--- config.mk ---
export PLATFORM = sky130hd
export DESIGN_NAME = rtc_prescaler
export DESIGN_NICKNAME = d
export VERILOG_FILES = /design/src/rtl/rtc_prescaler.sv
export SDC_FILE = /design/constraint.sdc
export NUM_CORES = 1
export LEC_CHECK = 0
export BUFFER_PORTS_ARGS = -buffer_cell sky130_fd_sc_hd__buf_2
export CAP_MARGIN = 15
export CELL_PAD_IN_SITES_DETAIL_PLACEMENT = 0
export CELL_PAD_IN_SITES_GLOBAL_PLACEMENT = 1
export CORE_MARGIN = 4
export CORE_UTILIZATION = 44
export CTS_BUF_LIST = sky130_fd_sc_hd__clkbuf_4
export CTS_CLUSTER_DIAMETER = 150
export DETAILED_ROUTE_END_ITERATION = 16
export PLACE_DENSITY = 0.9
export SYNTH_ARGS = -nofsm -noshare
export SYNTH_HDL_FRONTEND = slang
export SYNTH_SLANG_ARGS = --single-unit
--- constraint.sdc ---
create_clock -name clk -period 2 [get_ports clk]
set_input_delay 0.1 -clock clk [delete_from_list [all_inputs] [get_ports clk]]
set_output_delay 0.1 -clock clk [all_outputs]
set_load 0.05 [all_outputs]
--- src/rtl/rtc_prescaler.sv ---
module rtc_prescaler #(
  parameter int CW       = 14,
  parameter int FAST_W   = 7,
  parameter int TAP_SLOW = 3,
  parameter int TAP_MID  = 2
) (
  input  logic       clk,
  input  logic       rst_n,
  input  logic       sub_tick,
  input  logic       main_tick,
  input  logic       src_sel,
  input  logic       fast_mode,
  input  logic       clr,
  input  logic       req_clr,
  input  logic       buz_en,
  input  logic [1:0] buz_sel,
  output logic       irq,
  output logic       req_flag,
  output logic       buz_out
);

  logic [CW-1:0] cnt;
  logic sel_q, mode_q, pulse_q, irq_q, flag_q;

  wire tick    = src_sel ? main_tick : sub_tick;
  wire restart = clr | (src_sel != sel_q);
  wire rollover = tick & (&cnt);
  wire fast_hit = tick & (&cnt[FAST_W-1:0]);
  wire hit     = ~restart & (mode_q ? fast_hit : rollover);

  always_ff @(posedge clk or negedge rst_n) begin
    if (!rst_n) begin
      cnt     <= '0;
      sel_q   <= 1'b0;
      mode_q  <= 1'b0;
      pulse_q <= 1'b0;
      irq_q   <= 1'b0;
      flag_q  <= 1'b0;
    end else begin
      sel_q   <= src_sel;
      pulse_q <= tick & ~restart;
      irq_q   <= hit;
      if (restart)   cnt <= '0;
      else if (tick) cnt <= cnt + 1'b1;
      if (restart | rollover) mode_q <= fast_mode;
      if (hit)          flag_q <= 1'b1;
      else if (req_clr) flag_q <= 1'b0;
    end
  end

  logic tap;
  always_comb begin
    case (buz_sel)
      2'b00:   tap = cnt[TAP_SLOW];
      2'b01:   tap = cnt[TAP_MID];
      2'b10:   tap = pulse_q;
      default: tap = 1'b0;
    endcase
  end

  assign irq      = irq_q;
  assign req_flag = flag_q;
  assign buz_out  = buz_en & tap;

  AST_IRQ_SINGLE: assert property (@(posedge clk) disable iff (!rst_n) irq |=> !irq);
  AST_FLAG_WITH_IRQ: assert property (@(posedge clk) disable iff (!rst_n) irq |-> req_flag);
  AST_FLAG_STICKY: assert property (@(posedge clk) disable iff (!rst_n) (req_flag && !req_clr) |=> req_flag);
  AST_CLR_QUIET: assert property (@(posedge clk) disable iff (!rst_n) clr |=> (!irq && cnt == '0));
  AST_SRC_QUIET: assert property (@(posedge clk) disable iff (!rst_n) (src_sel != sel_q) |=> (!irq && cnt == '0));
  AST_IRQ_AT_BOUNDARY: assert property (@(posedge clk) disable iff (!rst_n) irq |-> (cnt[FAST_W-1:0] == '0));

endmodule

==> flow_summary.rst, run 1 <==
.. list-table::
   :header-rows: 1

   * - Metric
     - Value
   * - GRT Total Usage
     - between 10 and 15%
   * - # DRC
     - 0
   * - Maximum number of pins on one net before global-route repair
     - 20
   * - Number of design-rule violations left by the first detailed-router iteration
     - 5
   * - Max-cap violations
     - 0
   * - Commonest non-fill, non-tap cell in the layout
     - sky130_fd_sc_hd__dfrtp_1
   * - CTS sink count
     - 19
   * - Number of nets in the final layout
     - around 120
   * - Peak ir drop on the vdd network
     - between 0.3 and 0.4 mV
   * - Max Fclk
     - 554 MHz
   * - Via count of the first global-routing pass
     - approximately 680
   * - Number of stages on the worst hold path
     - 2
   * - Leak pwr
     - roughly 0.46 nW
   * - Post-synthesis async set-or-reset flop share
     - between 90% and 100%
   * - Commonest register cell after synthesis
     - sky130_fd_sc_hd__dfrtp_1
   * - Setup slack on the worst flop-to-flop path
     - a little under 0.2 ns
   * - Period Utilization, post-route
     - between 90% and 100%
   * - Initial Utilization
     - a little under half
   * - Clock period minus worst slack
     - roughly 1.8 ns
   * - Global-route wire length before repair
     - about 2800 um
   * - Die Footprint
     - 0.00288 sq mm
   * - Final-report hold violation count
     - 0
   * - Worst-case reg-to-reg path depth
     - 5
   * - Power per Cell Area
     - ~600 mW/mm^2
   * - Root buffer cell
     - sky130_fd_sc_hd__clkbuf_4
   * - Post-synthesis area per instance
     - approximately 10 sq um
   * - Height of the die
     - 53.7 um
   * - Worst-path maximum fanout
     - 5
   * - Number of antenna violations at the first check in global routing
     - 0
   * - Post-synth EDFFs
     - 0
   * - Startpoint types
     - flop
   * - Antenna diode count
     - 0
   * - Number of rows in the core area
     - 16
   * - Sequential area share after synthesis
     - around half
   * - Clk slew on worst S/H paths
     - 0.10 ns
   * - Growth of design area from synthesis to finish
     - 16.9%
   * - Number of cells upsized or downsized after cts
     - 0
   * - Worst setup path category
     - flop to flop
   * - Number of buffers created by CTS
     - 3
   * - Share of cells above drive strength 1
     - roughly a fifth
   * - IO Port Bufs
     - 13
   * - Maximum clock insertion buffer count
     - 2
   * - Worst r2r src
     - cnt[0]$_DFFE_PN0P_
   * - H-Tree Depth
     - 1
   * - Met2 track utilization from global routing
     - 21.6%
   * - Clock latency of the later-clocked register in the worst-skew pair
     - 0.28 ns
   * - Fraction of the core area covered by cells at the end of the flow
     - a little over half
   * - Wire length reported by the detailed router
     - roughly 1600 um
   * - Endpoint kind of the worst setup timing path
     - flop
   * - Class of the tightest hold or removal check
     - input pin to flop
   * - Most used cells in the layout excluding fill and tap cells
     - sky130_fd_sc_hd__dfrtp_1 (19), sky130_fd_sc_hd__nor2_1 (14), sky130_fd_sc_hd__buf_2 (13), sky130_fd_sc_hd__xnor2_1 (7), sky130_fd_sc_hd__nand2_1 (6)
   * - Least-Margin Pin Slew
     - roughly 0.4 ns
   * - Chip width
     - about 54 um
   * - Total congestion overflow
     - 0
   * - Relative slew slack
     - between 70% and 80%
   * - Boundary pin count
     - 14
   * - Final-layout setup total negative slack
     - 0 ns
   * - Arrival time at the worst endpoint
     - between 1.5 and 2 ns
   * - Run status
     - completed
   * - Nets in the synthesized netlist
     - 103
   * - Routing usage on met1
     - about 17%
   * - Post-CTS setup buffers
     - 0
   * - Clock tree from TritonCTS
     - done
   * - Met3 routing resource usage after global routing
     - 2.49%
   * - Vias per std cell
     - between 5 and 6
   * - Origin of the worst min-delay path
     - fast_mode
   * - Cell count after synthesis
     - between 90 and 100
   * - Busiest grt layer
     - met2
   * - Required time of the critical path
     - around 2.2 ns
   * - First-pass iteration count of the detailed router
     - 4
   * - Routed vias
     - 704
   * - Core ar.
     - slightly below 0.002 sq mm
   * - Skew final
     - around 0.0012 ns
   * - Number of distinct library cells after synthesis
     - 28
   * - Synthesis Warnings
     - 0
   * - Setup-violating endpoint count in the final report
     - 0
   * - Number of flip-flops and latches in the synthesized netlist
     - 19
   * - Weighted congestion at the end of routability-driven global placement
     - a little under 0.8
   * - RSZ-0062 raised after global routing
     - false
   * - Terminus of the critical flop-to-flop path
     - mode_q$_DFFE_PN0P_
   * - Post-DRT Antenna Nets
     - 0
   * - Min-Delay Endpoint
     - mode_q$_DFFE_PN0P_
   * - Mapped Area
     - around 920 sq um
   * - Placed wire-length estimate after detailed placement
     - about 1200 um
   * - Average wire per standard cell
     - about 12 um
   * - Count of pins over their slew limit
     - 0
==> how the worst max path moves through the flow <==
stage,depth (start not counted),from,end
finish,5,cnt[0]$_DFFE_PN0P_,mode_q$_DFFE_PN0P_
global route,5,cnt[0]$_DFFE_PN0P_,mode_q$_DFFE_PN0P_
CTS,5,cnt[0]$_DFFE_PN0P_,mode_q$_DFFE_PN0P_
detailed placement,5,cnt[0]$_DFFE_PN0P_,mode_q$_DFFE_PN0P_
global placement,5,cnt[0]$_DFFE_PN0P_,mode_q$_DFFE_PN0P_
floorplan,5,cnt[0]$_DFFE_PN0P_,mode_q$_DFFE_PN0P_
==> kinds of logic after synthesis <==
group           Yosys count  share of synthesized area [%]
xor+xnor                 10                           9.54
compound gates            9                           6.13
fa+ha+maj                 1                           1.36
simple gates             43                           24.7
flops                    19                           51.8
buf+inv                   5                           2.04
mux                       4                           4.50
==> power by group <==
| group | switching (mW) | internal (mW) | leakage [nW] | total, mW |
|---|---|---|---|---|
| Combinational | 0.0326 | 0.0239 | 0.178 | 0.0565 |
| Clock | 0.106 | 0.0910 | 0.0184 | 0.197 |
| Sequential | 0.00342 | 0.390 | 0.260 | 0.394 |
| Total | 0.142 | 0.505 | 0.456 | 0.647 |
==> area by class of cell <==
type / count / area [sq um]
Clock buffer: 4 / 30.0
Inverter: 2 / 7.51
Sequential cell: 19 / 475
Fill cell: 181 / 908
Timing Repair Buffer: 17 / 103
Tap cell: 27 / 33.8
Multi-Input combinational cell: 67 / 424
==> critical path: stages, from the launching register on <==
cell and delay (ns):
sky130_fd_sc_hd__dfrtp_1 0.39, sky130_fd_sc_hd__ha_1 0.17, sky130_fd_sc_hd__nand2_1 0.11, sky130_fd_sc_hd__or3_1 0.43, sky130_fd_sc_hd__o31ai_1 0.24, sky130_fd_sc_hd__mux2_2 0.36
==> cells in the mapped netlist, types with 2 or more instances <==
master                     number  area (sq um)
sky130_fd_sc_hd__or3_1          4          25.0
sky130_fd_sc_hd__dfrtp_1       19           475
sky130_fd_sc_hd__inv_1          2          7.51
sky130_fd_sc_hd__clkbuf_1       3          11.3
sky130_fd_sc_hd__nand3_1        3          15.0
sky130_fd_sc_hd__nor3_1         3          15.0
sky130_fd_sc_hd__xnor2_1        7          61.3
sky130_fd_sc_hd__a21oi_1        2          10.0
sky130_fd_sc_hd__nor2_1        14          52.6
sky130_fd_sc_hd__or4_1          2          15.0
sky130_fd_sc_hd__nor4b_1        2          17.5
sky130_fd_sc_hd__nand2_1        6          22.5
sky130_fd_sc_hd__o211ai_1       2          15.0
sky130_fd_sc_hd__xor2_1         3          26.3
sky130_fd_sc_hd__mux2i_1        3          30.0
sky130_fd_sc_hd__o21ai_0        3          15.0
sky130_fd_sc_hd__nand4_1        2          12.5
==> sequential cells by signal, indices dropped and copies added (netlist names) <==
name      count
sel_q         1
cnt          14
pulse_q       1
mode_q        1
req_flag      1
irq           1
==> routing by layer <==
| layer | wire length (um) | up-vias |
|---|---|---|
| met3 | 68 | 2 |
| met4 | 10 | 0 |
| met1 | 717 | 338 |
| met5 | 0 | - |
| li1 | - | 353 |
| met2 | 810 | 11 |
==> repair_timing <==
item | CTS | global route
hold endpoints to repair | 21 | 0
hold buffers | 3 | 0
endpoints found under the setup margin | 0 | 0
==> stage by stage <==
stage / hold WS [ns] / power (mW) / cells / cell area [sq um] / setup slack, ns
2_1_floorplan: -0.196 / 0.430 / 91 / 918 / 0.300
3_3_place_gp: 0.0534 / 0.453 / 129 / 1010 / 0.231
3_5_place_dp: 0.0600 / 0.455 / 129 / 1010 / 0.203
4_1_cts: 0.0251 / 0.664 / 136 / 1070 / 0.190
5_1_grt: 0.0155 / 0.690 / 136 / 1070 / 0.0734
6_report: 0.0410 / 0.647 / 136 / 1070 / 0.196
Power figures use the tool's default switching activity.
==> run 2, diff against run 1 <==
--- a/config.mk
+++ b/config.mk
@@ -14,6 +14,7 @@
 export CTS_BUF_LIST = sky130_fd_sc_hd__clkbuf_4
 export CTS_CLUSTER_DIAMETER = 150
 export DETAILED_ROUTE_END_ITERATION = 16
+export GPL_ROUTABILITY_DRIVEN = 0
 export PLACE_DENSITY = 0.9
 export SYNTH_ARGS = -nofsm -noshare
 export SYNTH_HDL_FRONTEND = slang
==> constraint.sdc (replaced) <==
create_clock -name clk -period 2 [get_ports clk]
set_input_delay 0.2 -clock clk [delete_from_list [all_inputs] [get_ports clk]]
set_output_delay 0.2 -clock clk [all_outputs]
set_load 0.05 [all_outputs]
==> flow_summary.rst, run 2 (synthesis gave the netlist of run 1 again) <==
.. list-table::
   :header-rows: 1

   * - Metric
     - Value
   * - Run status
     - completed
   * - Clock period minus worst slack
     - 1.75 ns (-0.0504 ns)
   * - Root buffer cell
     - sky130_fd_sc_hd__clkbuf_4
   * - Core ar.
     - 0.00198 sq mm (unchanged)
   * - Max Fclk
     - 570 MHz (+2.9%)
   * - Clock tree from TritonCTS
     - done
   * - Setup slack on the worst flop-to-flop path
     - 0.25 ns (+0.05 ns)
   * - Number of nets in the final layout
     - 122 (unchanged)
   * - Least-Margin Pin Slew
     - 0.418 ns (+0.0105 ns)
   * - Number of rows in the core area
     - 16 (unchanged)
   * - Boundary pin count
     - 14 (unchanged)
   * - Post-DRT Antenna Nets
     - 0 (unchanged)
   * - Wire length reported by the detailed router
     - 1640 um (+2.0%)
   * - Internal Power
     - 0.504 mW (-0.11%)
   * - Antenna diode count
     - 0 (unchanged)
   * - H-Tree Depth
     - 1 (unchanged)
   * - Die Footprint
     - 0.00288 sq mm (unchanged)
   * - Via count of the first global-routing pass
     - 700 (+2.5%)
   * - Count of pins over their slew limit
     - 0 (unchanged)
   * - Part of the total power dissipated in sequential elements
     - 60.5% (-0.3 points)
   * - IO Port Bufs
     - 13 (unchanged)
   * - Arrival time at the worst endpoint
     - 1.94 ns (-0.04 ns)
   * - Most used cells in the layout excluding fill and tap cells
     - sky130_fd_sc_hd__dfrtp_1 (19), sky130_fd_sc_hd__nor2_1 (14), sky130_fd_sc_hd__buf_2 (13), sky130_fd_sc_hd__xnor2_1 (7), sky130_fd_sc_hd__nand2_1 (6)
   * - First-pass iteration count of the detailed router
     - 4 (unchanged)
   * - Maximum number of pins on one net before global-route repair
     - 20 (unchanged)
   * - Routed vias
     - 716 (+1.7%)
   * - Relative slew slack
     - 72.1% (-0.70 points)
   * - Period Utilization, post-route
     - 87.7% (-2.5 points)
   * - Setup-violating endpoint count in the final report
     - 0 (unchanged)
   * - Worst setup path category
     - flop to flop
   * - Number of buffers created by CTS
     - 3 (unchanged)
   * - Cell area reported after detailed placement
     - 0.00103 sq mm (+1.5%)
   * - Total congestion overflow
     - 0 (unchanged)
   * - Required time of the critical path
     - 2.19 ns (about the same)
   * - Placed wire-length estimate after detailed placement
     - 1240 um (+1.4%)
   * - Share of total power in combinational logic
     - 8.7% (about the same)
   * - Register with the most flip-flops
     - cnt
   * - Chip width
     - 53.7 um (unchanged)
   * - Endpoint kind of the worst setup timing path
     - flop
   * - RSZ-0062 raised after global routing
     - false
   * - Final-report hold violation count
     - 0 (unchanged)
   * - Number of flip-flops in the largest register
     - 14 (unchanged)
   * - Clock latency of the later-clocked register in the worst-skew pair
     - 0.29 ns (about the same)
   * - # DRC
     - 0 (unchanged)
   * - Height of the die
     - 53.7 um (unchanged)
   * - Number of antenna violations at the first check in global routing
     - 0 (unchanged)
   * - Global-route wire length before repair
     - 2900 um (+2.7%)
   * - Switching power
     - 0.146 mW (+3.2%)
   * - Growth of design area from synthesis to finish
     - 16.3%
   * - Startpoint types
     - flop
   * - Clock group share of total power
     - 30.8% (+0.4 points)
   * - GRT Total Usage
     - 13.8% (+0.35 points)
   * - Worst-path maximum fanout
     - 5 (unchanged)
   * - Vias per std cell
     - 5.26 (+1.7%)
   * - Clk slew on worst S/H paths
     - 0.10 ns (about the same)
   * - Skew final
     - 0.00425 ns (+0.00305 ns)
   * - Net switching fraction of the power
     - 22.5% (+0.57 points)
   * - Number of design-rule violations left by the first detailed-router iteration
     - 3 (-2)
   * - Commonest non-fill, non-tap cell in the layout
     - sky130_fd_sc_hd__dfrtp_1
   * - Class of the tightest hold or removal check
     - input pin to flop
   * - Average wire per standard cell
     - 12.1 um (+2.0%)
   * - CTS sink count
     - 19 (unchanged)
   * - Max-cap violations
     - 0 (unchanged)
   * - Final-layout setup total negative slack
     - 0 ns (unchanged)
   * - Share of cells above drive strength 1
     - 21.1% (+1.8 points)
   * - Initial Utilization
     - 46.3% (unchanged)
   * - Peak ir drop on the vdd network
     - 0.383 mV (+6.7%)
   * - Power per Cell Area
     - 609 mW/mm^2 (+1.1%)
   * - Leak pwr
     - 0.457 nW (+0.13%)
   * - Final instance area
     - 0.00107 sq mm (-0.47%)
   * - Maximum clock insertion buffer count
     - 2 (unchanged)
-- run 2: cell type report --
type / instances / area [sq um]
sequential: 19 / 475
multi-input combinational: 67 / 424
timing repair buffer: 17 / 97.6
inverter: 2 / 7.51
fill: 188 / 913
clock buffer: 4 / 30.0
tap: 27 / 33.8
-- run 2: through the flow --
stage / hold WS (ns) / power [mW] / std cells / setup slack, ns / utilization [%]
finish: 0.0569 / 0.651 / 136 / 0.246 / 53.9
global route: 0.0438 / 0.681 / 136 / 0.115 / 53.9
CTS: 0.0512 / 0.662 / 136 / 0.232 / 53.9
detailed placement: 0.160 / 0.458 / 131 / 0.246 / 51.9
global placement: 0.153 / 0.456 / 131 / 0.296 / 51.9
floorplan: -0.0956 / 0.430 / 91 / 0.300 / -
-- run 2: final timing paths --
kind / startpoint / endpoint / cells after the start
worst min register to register: mode_q$_DFFE_PN0P_ / mode_q$_DFFE_PN0P_ / 1
worst max-delay path: cnt[0]$_DFFE_PN0P_ / mode_q$_DFFE_PN0P_ / 5
min in group asynchronous: rst_n / mode_q$_DFFE_PN0P_ / 2
worst max register to register: cnt[0]$_DFFE_PN0P_ / mode_q$_DFFE_PN0P_ / 5
worst min-delay path: src_sel / sel_q$_DFF_PN0_ / 1
max in group asynchronous: rst_n / cnt[13]$_DFFE_PN0P_ / 2
-- run 2: timing repair --
item,in CTS,in global routing
endpoints found under the hold margin,19,0
gates resized for setup,0,0
setup buffers,0,0
hold buffers,1,0
-- run 2: routing by layer --
| metal | track usage, % | routed length, um | vias up |
|---|---|---|---|
| li1 | - | - | 357 |
| met1 | 18.3 | 766 | 342 |
| met2 | 21.2 | 785 | 13 |
| met3 | 2.49 | 59 | 4 |
| met4 | 7.66 | 27 | 0 |
| met5 | 0 | 0 | - |
-- run 2: critical path, stage by stage, from the launching register on --
cell	delay (ns)
sky130_fd_sc_hd__dfrtp_1	0.39
sky130_fd_sc_hd__ha_1	0.17
sky130_fd_sc_hd__nand2_1	0.12
sky130_fd_sc_hd__or3_1	0.39
sky130_fd_sc_hd__o31ai_1	0.22
sky130_fd_sc_hd__mux2_2	0.36
-- run 2: power by group through the flow --
stage	Clock, mW	Sequential, mW	Combinational [mW]
after global placement	0	0.401	0.0549
after global routing	0.222	0.395	0.0642
after CTS	0.210	0.394	0.0579
final	0.201	0.394	0.0564
after detailed placement	0	0.402	0.0562
after floorplan	0	0.401	0.0290
==> run 3, diff against run 2 <==
--- a/config.mk
+++ b/config.mk
@@ -5,17 +5,18 @@
 export SDC_FILE = /design/constraint.sdc
 export NUM_CORES = 1
 export LEC_CHECK = 0
+export ABC_AREA = 1
 export BUFFER_PORTS_ARGS = -buffer_cell sky130_fd_sc_hd__buf_2
 export CAP_MARGIN = 15
 export CELL_PAD_IN_SITES_DETAIL_PLACEMENT = 0
 export CELL_PAD_IN_SITES_GLOBAL_PLACEMENT = 1
 export CORE_MARGIN = 4
-export CORE_UTILIZATION = 44
+export CORE_UTILIZATION = 43
 export CTS_BUF_LIST = sky130_fd_sc_hd__clkbuf_4
 export CTS_CLUSTER_DIAMETER = 150
 export DETAILED_ROUTE_END_ITERATION = 16
 export GPL_ROUTABILITY_DRIVEN = 0
-export PLACE_DENSITY = 0.9
+export PLACE_DENSITY = 0.92
 export SYNTH_ARGS = -nofsm -noshare
 export SYNTH_HDL_FRONTEND = slang
 export SYNTH_SLANG_ARGS = --single-unit
==> flow_summary.rst, run 3 <==
.. list-table::
   :header-rows: 1

   * - Metric
     - Value
   * - Run status
     - completed
   * - Number of buffers created by CTS
     - 3 (unchanged)
   * - Leak pwr
     - 0.611 nW (+34%)
   * - Endpoint kind of the worst setup timing path
     - output port
   * - Post-synth EDFFs
     - 0 (unchanged)
   * - Cell count after synthesis
     - 151 (+66%)
   * - CTS sink count
     - 19 (unchanged)
   * - Relative slew slack
     - 70.7% (-1.4 points)
   * - Required time of the critical path
     - 1.80 ns (-0.39 ns)
   * - Max-cap violations
     - 0 (unchanged)
   * - Global-route wire length before repair
     - 4040 um (+39%)
   * - Worst-path maximum fanout
     - 5 (unchanged)
   * - Post-CTS setup buffers
     - 0 (unchanged)
   * - Setup-violating endpoint count in the final report
     - 0 (unchanged)
   * - Number of cells upsized or downsized after cts
     - 0 (unchanged)
   * - Clock latency of the later-clocked register in the worst-skew pair
     - 0.31 ns (+0.02 ns)
   * - Total congestion overflow
     - 0 (unchanged)
   * - Number of nets in the final layout
     - 180 (+48%)
   * - Placed wire-length estimate after detailed placement
     - 1680 um (+35%)
   * - First-pass iteration count of the detailed router
     - 5 (+1)
   * - Height of the die
     - 59.0 um (+10%)
   * - Internal Power
     - 0.491 mW (-2.6%)
   * - Share of the synthesized area in the top cell type
     - 42.5% (-9.3 points)
   * - Routed vias
     - 985 (+38%)
   * - # DRC
     - 0 (unchanged)
   * - Clock group share of total power
     - 29.5% (-1.3 points)
   * - GRT Total Usage
     - 15.5% (+1.7 points)
   * - Boundary pin count
     - 14 (unchanged)
   * - Initial Utilization
     - 45.2% (-1.1 points)
   * - Part of the total power dissipated in sequential elements
     - 58.0% (-2.5 points)
   * - Vias per std cell
     - 5.00 (-5.0%)
   * - Growth of design area from synthesis to finish
     - 10.8%
   * - Share of total power in combinational logic
     - 12.5% (+3.8 points)
   * - IO Port Bufs
     - 13 (unchanged)
   * - Mapped Area
     - 0.00112 sq mm (+22%)
   * - Arrival time at the worst endpoint
     - 1.37 ns (-0.57 ns)
   * - Clk slew on worst S/H paths
     - 0.11 ns (about the same)
   * - Net switching fraction of the power
     - 28.5% (+6.0 points)
   * - Max Fclk
     - 635 MHz (+11%)
   * - Number of flip-flops in the largest register
     - 14 (unchanged)
   * - Average wire per standard cell
     - 11.4 um (-5.7%)
   * - Commonest register cell after synthesis
     - sky130_fd_sc_hd__dfrtp_1
   * - Core ar.
     - 0.00248 sq mm (+25%)
   * - Root buffer cell
     - sky130_fd_sc_hd__clkbuf_4
   * - Post-DRT Antenna Nets
     - 0 (unchanged)
   * - Most used cells in the layout excluding fill and tap cells
     - sky130_fd_sc_hd__nand2_1 (46), sky130_fd_sc_hd__inv_1 (19), sky130_fd_sc_hd__nor2_1 (19), sky130_fd_sc_hd__dfrtp_1 (19), sky130_fd_sc_hd__buf_2 (13)
   * - Die Footprint
     - 0.00348 sq mm (+21%)
   * - Number of flip-flops and latches in the synthesized netlist
     - 19 (unchanged)
   * - RSZ-0062 raised after global routing
     - false
   * - Maximum clock insertion buffer count
     - 2 (unchanged)
   * - Antenna diode count
     - 0 (unchanged)
   * - Period Utilization, post-route
     - 78.7% (-9.0 points)
   * - Synthesis Warnings
     - 0 (unchanged)
   * - Number of distinct library cells after synthesis
     - 26 (-7.1%)
   * - Register with the most flip-flops
     - cnt
   * - Switching power
     - 0.196 mW (+34%)
   * - Sequential area share after synthesis
     - 42.5% (-9.3 points)
   * - Startpoint types
     - flop
   * - Clock period minus worst slack
     - 1.57 ns (-0.180 ns)
   * - Chip width
     - 59.0 um (+10%)
   * - Post-route worst hold slack
     - 0.0774 ns (+0.0205 ns)
   * - Clock tree from TritonCTS
     - done
   * - Setup slack on the worst flop-to-flop path
     - 0.56 ns (+0.31 ns)
   * - Post-synthesis area per instance
     - 7.42 sq um (-27%)
   * - Peak ir drop on the vdd network
     - 0.438 mV (+14%)
   * - Worst setup path category
     - flop to output port
   * - Nets in the synthesized netlist
     - 163 (+58%)
   * - Most instantiated library cell after synthesis
     - sky130_fd_sc_hd__nand2_1
   * - Number of antenna violations at the first check in global routing
     - 0 (unchanged)
   * - Final-layout setup total negative slack
     - 0 ns (unchanged)
   * - Least-Margin Pin Slew
     - 0.440 ns (+0.0215 ns)
   * - H-Tree Depth
     - 1 (unchanged)
   * - Leading post-synthesis cells by cell area
     - sky130_fd_sc_hd__dfrtp_1 (42%), sky130_fd_sc_hd__nand2_1 (15%), sky130_fd_sc_hd__inv_1 (6.4%)
   * - Via count of the first global-routing pass
     - 943 (+35%)
   * - Number of design-rule violations left by the first detailed-router iteration
     - 32 (+29)
   * - Final-report hold violation count
     - 0 (unchanged)
   * - Number of rows in the core area
     - 18 (+2)
   * - Power per Cell Area
     - 554 mW/mm^2 (-9.1%)
   * - Dominant cell type by area after synthesis
     - sky130_fd_sc_hd__dfrtp_1
   * - Commonest non-fill, non-tap cell in the layout
     - sky130_fd_sc_hd__nand2_1
   * - Share of cells above drive strength 1
     - 21.0% (-0.14 points)
   * - List of most frequent post-synthesis cells
     - sky130_fd_sc_hd__nand2_1 (46), sky130_fd_sc_hd__dfrtp_1 (19), sky130_fd_sc_hd__inv_1 (19), sky130_fd_sc_hd__nor2_1 (19)
   * - Skew final
     - 0.00113 ns (-0.00313 ns)
   * - Post-synthesis async set-or-reset flop share
     - 100% (unchanged)
   * - Maximum number of pins on one net before global-route repair
     - 20 (unchanged)
   * - Class of the tightest hold or removal check
     - input pin to flop
   * - Fraction of the core area covered by cells at the end of the flow
     - 50.1% (-3.8 points)
   * - Wire length reported by the detailed router
     - 2240 um (+37%)
   * - Count of pins over their slew limit
     - 0 (unchanged)
## run 3: worst paths after layout
check                                startpoint                   end  cells after the start
max in group asynchronous                 rst_n    cnt[8]$_DFFE_PN0P_                      2
min                                   fast_mode    mode_q$_DFFE_PN0P_                      3
max reg2reg                  cnt[1]$_DFFE_PN0P_  req_flag$_DFFE_PN0P_                      9
min in group asynchronous                 rst_n    cnt[3]$_DFFE_PN0P_                      2
min reg2reg                req_flag$_DFFE_PN0P_  req_flag$_DFFE_PN0P_                      2
max                          cnt[2]$_DFFE_PN0P_               buz_out                      3
## run 3: critical path, cell delays in order (launching register included)
cell	delay, ns
sky130_fd_sc_hd__dfrtp_1	0.45
sky130_fd_sc_hd__o21ai_0	0.12
sky130_fd_sc_hd__a211oi_1	0.20
sky130_fd_sc_hd__buf_2	0.29
## run 3: what timing repair did
item | CTS | global route
endpoints found under the hold margin | 19 | 0
setup endpoints to repair | 0 | 0
hold buffers | 1 | 0
## run 3: power groups by stage
stage	clock (mW)	sequential (mW)	combinational [mW]
after floorplan	0	0.415	0.0474
after global placement	0	0.405	0.0831
final	0.203	0.399	0.0857
after CTS	0.209	0.399	0.0877
after detailed placement	0	0.406	0.0853
after global routing	0.228	0.400	0.0973
## run 3: area by class of cell
class	count	area, sq um
fillers	246	1240
repair buffers	14	75.1
clock inverters	1	5.00
flip-flops and latches	19	475
multi-input cells	108	543
inverters	22	82.6
clock buffers	3	22.5
well taps	30	37.5
## run 3: kinds of logic (layout without fill, tap and decap cells)
| kind of cell | count (synthesis) | after routing | share of synthesized area [%] |
|---|---|---|---|
| AO/OA/AOI/OAI | 16 | 16 | 8.94 |
| adder cells (fa/ha/maj) | 1 | 1 | 1.12 |
| buffers and inverters | 24 | 40 | 9.05 |
| flip-flops | 19 | 19 | 42.5 |
| AND/OR/NAND/NOR | 91 | 91 | 38.4 |
## run 3: layer usage
layer	GRT usage, %	vias up	wire (um)	part of all wire (%)
met1	18.7	453	1000	45
met3	1.96	5	100	4.5
li1	-	505	-	-
met4	7.77	0	51	2.3
met2	27.0	22	1090	48
met5	0	-	0	0
## run 3: stage by stage
stage / total power [mW] / cells / cell area, sq um / setup WS [ns]
detailed placement: 0.491 / 192 / 1200 / 0.611
floorplan: 0.462 / 151 / 1120 / 0.120
finish: 0.687 / 197 / 1240 / 0.426
global placement: 0.488 / 192 / 1200 / 0.654
CTS: 0.695 / 197 / 1240 / 0.410
global route: 0.726 / 197 / 1240 / 0.267
